`config.mk`:
```
export PLATFORM = sky130hd
export DESIGN_NAME = cs_out_bank
export DESIGN_NICKNAME = d
export VERILOG_FILES = /design/src/rtl/cs_out_bank.sv
export SDC_FILE = /design/constraint.sdc
export NUM_CORES = 1
export LEC_CHECK = 0
export CAP_MARGIN = 40
export CORE_ASPECT_RATIO = 0.9
export CORE_MARGIN = 2
export CORE_UTILIZATION = 40
export DETAILED_ROUTE_END_ITERATION = 16
export DONT_BUFFER_PORTS = 1
export SYNTH_ARGS = -nofsm -noshare
export SYNTH_HDL_FRONTEND = slang
export SYNTH_SLANG_ARGS = --single-unit
```
`constraint.sdc`:
```
create_clock -name clk -period 1.25 [get_ports clk]
set_input_delay 0.125 -clock clk [delete_from_list [all_inputs] [get_ports clk]]
set_output_delay 0.125 -clock clk [all_outputs]
set_load 0.05 [all_outputs]
```
`src/rtl/cs_out_bank.sv`:
```
module cs_out_bank #(
  parameter int PINS = 8
) (
  input  logic              clk,
  input  logic              rst_n,
  input  logic              cfg_we,
  input  logic [2*PINS-1:0] cfg_wdata,
  input  logic              cmd_we,
  input  logic [2*PINS-1:0] cmd_wdata,
  output logic [2*PINS-1:0] cfg_o,
  output logic [PINS-1:0]   cs_sel_o,
  output logic [PINS-1:0]   latch_o,
  output logic [PINS-1:0]   pin_o
);
  logic [2*PINS-1:0] cfg_q;
  logic [PINS-1:0]   latch_q, pin_q, set_only, clr_only;

  assign set_only = cmd_wdata[2*PINS-1:PINS] & ~cmd_wdata[PINS-1:0];
  assign clr_only = cmd_wdata[PINS-1:0] & ~cmd_wdata[2*PINS-1:PINS];

  always_ff @(posedge clk or negedge rst_n) begin
    if (!rst_n) begin
      cfg_q   <= '0;
      latch_q <= '1;
      pin_q   <= '1;
    end else begin
      if (cfg_we) cfg_q <= cfg_wdata;
      if (cmd_we) latch_q <= (latch_q | set_only) & ~clr_only;
      pin_q <= latch_q ^ cfg_q[PINS-1:0];
    end
  end

  assign cfg_o    = cfg_q;
  assign cs_sel_o = cfg_q[2*PINS-1:PINS];
  assign latch_o  = latch_q;
  assign pin_o    = pin_q;
endmodule

```
==> results.md, run 1 <==
* Primary FF master, synth: dfstp_2
* Vias in the first global route at 958
* Int Power at 0.00197 W
* Synth-to-Final Area Change at 37.0%
* Vias at 937
* Post-CTS Hold Buffers at 24
* F_max at 858 MHz
* Initial antenna violation count at 0
* # DRC at 0
* Clk Latency, worst-skew pair at 0.27 ns
* Startpoint Class: register
* FP Rows at 20
* Pleak at 0.886 nW
* Post-CTS Setup Bufs at 0
* Seq pwr share at 0.494
* WP depth at 1
* CP max FO at 4
* DP HPWL at 1770 um
* # diodes at 0
* I/O Buffers at 0
* Num ports at 76
* Worst setup EP type: output port
* Hold WS at 0.00701 ns
* Area of the multi-input gates at 428 um2
* All-Layer GR Usage at 0.145
* Worst path max stage delay at 0.56 ns
* Cell variety after synth at 13
* Final Max Slew Viols at 0
* Max_slew headroom at 0.812
* DR vias/cell at 4.69
* Most frequent cells after synthesis: a21oi_1 (16), dfrtp_1 (16), dfstp_2 (16)
* Worst R2R Setup Slack at 0.45 ns
* # resized after CTS at 0
* Worst Hold Path Cells at 1
* Syn Inst Count at 108
* Tightest Hold Check Type: input pin to register
* Status: complete, no violations
* Largest net degree at the start of global routing at 33
* CTS Sinks at 32
* Global-route wire length before repair at 4150 um
* Initial Util at 0.412
* Area leader, netlist: dfstp_2
* Initial DRC Count at 33
* Core area at 0.00335 mm2
* Drt pass-1 iters at 4
* Sequential share of the synthesized area at 0.594
* Met2 Wirelength at 1430 um
* RSZ-0062 raised after global routing: false
* Combinational power share at 0.255
* Post-synth EDFFs at 0
* Buf/Inv on CP at 1
* Cell Pwr Density at 1650 mW/mm2
* Routed WL at 2770 um
* Synthesized cell area at 0.00138 mm2
* Wire per inst at 13.9 um
* Mapped Nets at 144
* Period minus WS final at 1.17 ns
* RePlAce Congestion at 0.625
* Tcrit/Tclk final at 0.933
* Clock slew at reported path FFs at 0.06 ns
* Fillers at 278
* Total CTS buffers at 5
* Die Y at 59.8 um
* CP delay by family, top: flip-flops
* Hold Violations, Final at 0
* Register area at 821 um2
* Worst-margin pin slew at 0.284 ns
* Die ar. at 0.00394 mm2
* Hold Crit Endpoint: cfg_o[15]
* Metal3 WL at 261 um
* Synth Register Bits at 32
* Avg Cell Area, Syn at 12.8 um2
* Clock power frac at 0.250
* Clock tree buffer depth at 2
* CP Cell Sequence: buf_4
* Synth warnings at 0
* H-Tree Level Count at 2
* Critical path's slowest cell: dfstp_2
* Setup WS post-layout at 0.0841 ns
* Final setup TNS at 0 ns
* Pre-CTS setup slack at 0.376 ns
* Routed Antenna Nets at 0
* GR Overflow Total at 0
* Max layer used: met4
* Startpoint of the worst hold path: cfg_we
* Yosys top cell area share at 0.304
* R2r endpoint: cfg_o[6]
* Worst Reg-to-Reg Cells at 1
* CTS tree: yes
* Worst R2R Start: cfg_o[6]
* Sw Pwr at 0.00115 W
* Share of cells above drive strength 1 at 0.404
* Post-layout nets at 191
* Synth area leaders: dfstp_2 (30%), dfrtp_1 (29%), mux2_4 (11%)
* Worst vdd ir at 0.825 mV
* CP arrival at 1.04 ns
* Die width at 66.0 um
* Total of max-cap violations at 0
* Kind of critical path: register to output port
* Clock Skew at 0.00444 ns
* Async SR Flop Fraction at 1.00
* Clk root buf: clkbuf_8
* WL met1 at 1050 um
* Critical path required time at 1.12 ns
* Endpoints failing setup at 0
* Sw Share at 0.369
==> layout by cell type (no fill, tap or decap) <==
master	n
dlygate4sd3_1	27
buf_4	24
a21oi_1	16
dfrtp_1	16
dfstp_2	16
mux2_4	10
xor2_1	8
inv_1	8
nand2_1	8
nor2_1	8
mux2_2	6
clkbuf_8	6
clkbuf_1	2
buf_12	1
==> power by group through the flow <==
stage               Clock, W  Sequential (W)  Combinational [W]
floorplan                  0         0.00184           0.000315
global placement           0         0.00155           0.000698
detailed placement         0         0.00156           0.000702
CTS                 0.000818         0.00155           0.000789
global route        0.000871         0.00156           0.000840
finish              0.000782         0.00154           0.000797
==> worst max path at each step <==
| stage | start | end | slack, ns |
|---|---|---|---|
| floorplan | cfg_o[8] | cs_sel_o[0] | 0.22 |
| global placement | latch_o[6] | latch_o[6] | 0.39 |
| detailed placement | latch_o[6] | latch_o[6] | 0.38 |
| CTS | latch_o[1] | latch_o[1] | 0.07 |
| global route | latch_o[6] | latch_o[6] | 0.05 |
| finish | latch_o[1] | latch_o[1] | 0.08 |
==> cell type report <==
type | count | area share
well taps | 44 | 0.0291
inverters | 8 | 0.0159
multi-input cells | 56 | 0.226
repair buffers | 52 | 0.248
flip-flops and latches | 32 | 0.433
clock buffers | 8 | 0.0476
==> state kept, by name, summed over array words and instances (netlist names) <==
register  cells
latch_o       8
cfg_o        16
pin_o         8
==> cell families (layout without fill, tap and decap cells) <==
group,Yosys count,after routing,share of synthesized area
DFF,32,32,0.594
buffers and inverters,20,68,0.0968
AOI/OAI and AO/OA,16,16,0.0579
muxes,16,16,0.157
and+or+nand+nor,16,16,0.0434
xor gates and xnor gates,8,8,0.0507
==> metal layers <==
layer | track usage | vias up
met4 | 0.0583 | 0
li1 | - | 435
met2 | 0.264 | 55
met5 | 0 | -
met3 | 0.0640 | 4
met1 | 0.146 | 443
==> stage by stage <==
| step | std cells | utilization | area (um2) | total power [W] |
|---|---|---|---|---|
| after floorplan | 108 | - | 1380 | 0.00216 |
| after global placement | 164 | 0.451 | 1510 | 0.00225 |
| after detailed placement | 164 | 0.451 | 1510 | 0.00226 |
| after CTS | 196 | 0.553 | 1850 | 0.00315 |
| after global routing | 200 | 0.565 | 1890 | 0.00327 |
| final | 200 | 0.565 | 1890 | 0.00312 |
Power figures use the tool's default switching activity.
==> run 2, diff against run 1 <==
Settings changed: ABC_AREA set to 1, CORE_MARGIN 2 to 1.5.
==> results.md, run 2 <==
* Status: complete, but fails checks
* Failing checks: hold timing
* Setup WS post-layout at 0.0581 ns (-0.0259 ns)
* Critical path's slowest cell: dlygate4sd3_1
* Drt pass-1 iters at 4 (unchanged)
* Die Y at 60.1 um (+0.49%)
* Post-synth EDFFs at 0 (unchanged)
* RePlAce Congestion at 0.658 (+5.2%)
* Worst R2R Start: cfg_o[3]
* Yosys top cell area share at 0.290 (-0.0137)
* All-Layer GR Usage at 0.167 (+0.0224)
* Share of cells above drive strength 1 at 0.248 (-0.156)
* Startpoint Class: register
* DR vias/cell at 4.40 (-6.0%)
* Hold WS at -0.0426 ns (-0.0496 ns)
* Max_slew headroom at 0.539 (-0.273)
* CP Cell Sequence: inv_1, o21ai_2, dlygate4sd3_1
* Worst path max stage delay at 0.54 ns (-0.02 ns)
* Combinational power share at 0.264 (+0.009)
* Routed WL at 3120 um (+13%)
* Primary FF master, synth: dfstp_2
* Int Power at 0.00199 W (+0.68%)
* Worst setup EP type: register
* Sw Pwr at 0.00125 W (+8.8%)
* CTS tree: yes
* CTS Sinks at 32 (unchanged)
* Mapped Nets at 201 (+40%)
* Pleak at 1.04 nW (+18%)
* Initial antenna violation count at 0 (unchanged)
* Clk root buf: clkbuf_8
* DP HPWL at 2010 um (+14%)
* Hold Violations, Final at 1 (+1)
* Cell Pwr Density at 1640 mW/mm2 (-0.27%)
* CP max FO at 3 (-1)
* Clock slew at reported path FFs at 0.06 ns (about the same)
* Avg Cell Area, Syn at 8.77 um2 (-31%)
* Synth-to-Final Area Change at 36.0%
* Area after DPL at 0.00158 mm2 (+4.5%)
* Num ports at 76 (unchanged)
* Initial DRC Count at 58 (+76%)
* Wire per inst at 12.1 um (-13%)
* Core area at 0.00343 mm2 (+2.2%)
* Total of max-cap violations at 0 (unchanged)
* Buf/Inv on CP at 2 (+1)
* FP Rows at 20 (unchanged)
* Total power at 0.00324 W (+3.7%)
* Post-layout nets at 249 (+30%)
* Clock Skew at 0.000443 ns (-0.00399 ns)
* Vias in the first global route at 1109 (+16%)
* Final Max Slew Viols at 0 (unchanged)
* Worst Reg-to-Reg Cells at 3 (+2)
* Clk Latency, worst-skew pair at 0.27 ns (about the same)
* H-Tree Level Count at 2 (unchanged)
* Startpoint of the worst hold path: cfg_we
* Fillers at 316 (+14%)
* Period minus WS final at 1.19 ns (+0.0259 ns)
* Synth warnings at 0 (unchanged)
* Die ar. at 0.00399 mm2 (+1.2%)
* CP arrival at 1.35 ns (+0.31 ns)
* # diodes at 0 (unchanged)
* F_max at 839 MHz (-2.2%)
* Syn Inst Count at 165 (+53%)
* Global-route wire length before repair at 4820 um (+16%)
* Sw Share at 0.387 (+0.0183)
* Commonest non-fill, non-tap cell in the layout: nand2_1
* Tcrit/Tclk final at 0.953 (+0.0208)
* Final setup TNS at 0 ns (unchanged)
* Largest register FFs at 16 (unchanged)
* Clock tree buffer depth at 2 (unchanged)
* Seq pwr share at 0.496 (+0.002)
* Routed Antenna Nets at 0 (unchanged)
* Total CTS buffers at 5 (unchanged)
* Cell variety after synth at 11 (-2)
* GR Overflow Total at 0 (unchanged)
* Area leader, netlist: dfstp_2
* Final Cell Area at 0.00197 mm2 (+4.0%)
* Synthesized cell area at 0.00145 mm2 (+4.7%)
* Worst vdd ir at 0.962 mV (+17%)
* Async SR Flop Fraction at 1.00 (unchanged)
* # DRC at 0 (unchanged)
* Most frequent cells after synthesis: nand2_1 (56), inv_1 (32), dfrtp_1 (16), dfstp_2 (16), o21ai_0 (13)
* Clock power frac at 0.240 (-0.010)
* Synth Register Bits at 32 (unchanged)
* Pre-CTS setup slack at 0.380 ns (+0.00433 ns)
* Tightest Hold Check Type: input pin to register
* Initial Util at 0.422 (+0.00995)
* Critical path required time at 1.41 ns (+0.29 ns)
* RSZ-0062 raised after global routing: false
* Die width at 66.4 um (+0.67%)
* Endpoints failing setup at 0 (unchanged)
* Synth area leaders: dfstp_2 (29%), dfrtp_1 (28%), nand2_1 (15%)
* Hold Crit Endpoint: cfg_o[6]
* Largest net degree at the start of global routing at 33 (unchanged)
* Vias at 1136 (+21%)
* Sequential share of the synthesized area at 0.567 (-0.0267)
* CP delay by family, top: buffers and inverters
* I/O Buffers at 0 (unchanged)
* Worst-margin pin slew at 0.692 ns (+0.407 ns)
* R2r endpoint: cfg_o[3]
* Kind of critical path: register to register
* Most common cell in the netlist: nand2_1
* Worst Hold Path Cells at 1 (unchanged)
* Commonest cells after routing, fill and taps aside: nand2_1 (56), inv_1 (32), buf_4 (26)
* Worst R2R Setup Slack at 0.06 ns (-0.39 ns)
run 2: cells by family (layout without fill, tap and decap cells):
family / count (synthesis) / in the layout / synth area share
and+or+nand+nor: 64 / 64 / 0.166
DFF: 32 / 32 / 0.567
AOI/OAI and AO/OA: 16 / 16 / 0.0631
xor gates and xnor gates: 8 / 8 / 0.0484
buffers and inverters: 45 / 94 / 0.156
run 2: power groups by stage:
stage	registers (W)	logic, W	clock network, W
2_1_floorplan	0.00192	0.000303	0
3_3_place_gp	0.00161	0.000724	0
3_5_place_dp	0.00162	0.000739	0
4_1_cts	0.00161	0.000854	0.000810
5_1_grt	0.00163	0.000916	0.000848
6_report	0.00161	0.000855	0.000779
run 2: worst max-delay path by stage:
stage,startpoint,to,cells after the start
after global routing,cfg_o[3],cfg_o[3],3
after global placement,latch_o[1],latch_o[1],1
after floorplan,cfg_o[8],cs_sel_o[0],1
after detailed placement,latch_o[1],latch_o[1],1
after CTS,cfg_we,cfg_o[10],2
final,cfg_o[3],cfg_o[3],3
run 2: worst register-to-register path: cells and delay by family (launching register included):
kind | cells | cell delay (ns)
compound gates | 1 | 0.05
flops | 1 | 0.41
buf+inv | 2 | 0.62
run 2: metal layers:
metal / track usage / routed length (um) / vias up
met5: 0 / 0 / -
met4: 0.0612 / 18 / 0
met3: 0.0603 / 201 / 3
met2: 0.293 / 1580 / 45
met1: 0.189 / 1330 / 522
li1: - / - / 566
run 2: final cells by class:
class	instances	area, um2	share of cell area
clock buffers	8	90.1	0.0457
inverters	33	124	0.0629
multi-input cells	88	402	0.204
flip-flops and latches	32	821	0.417
well taps	44	55.1	0.0280
repair buffers	53	478	0.243
run 2: stage by stage:
step,cells,util
after floorplan,165,-
after global placement,221,0.461
after detailed placement,221,0.461
after CTS,257,0.572
after global routing,258,0.574
final,258,0.574
run 2: timing repair:
action / 4_1_cts / 5_1_grt
setup endpoints to repair: 0 / 14
hold buffers: 28 / 0
hold endpoints to repair: 56 / 0
buffers inserted: 0 / 2
resized for setup: 0 / 1
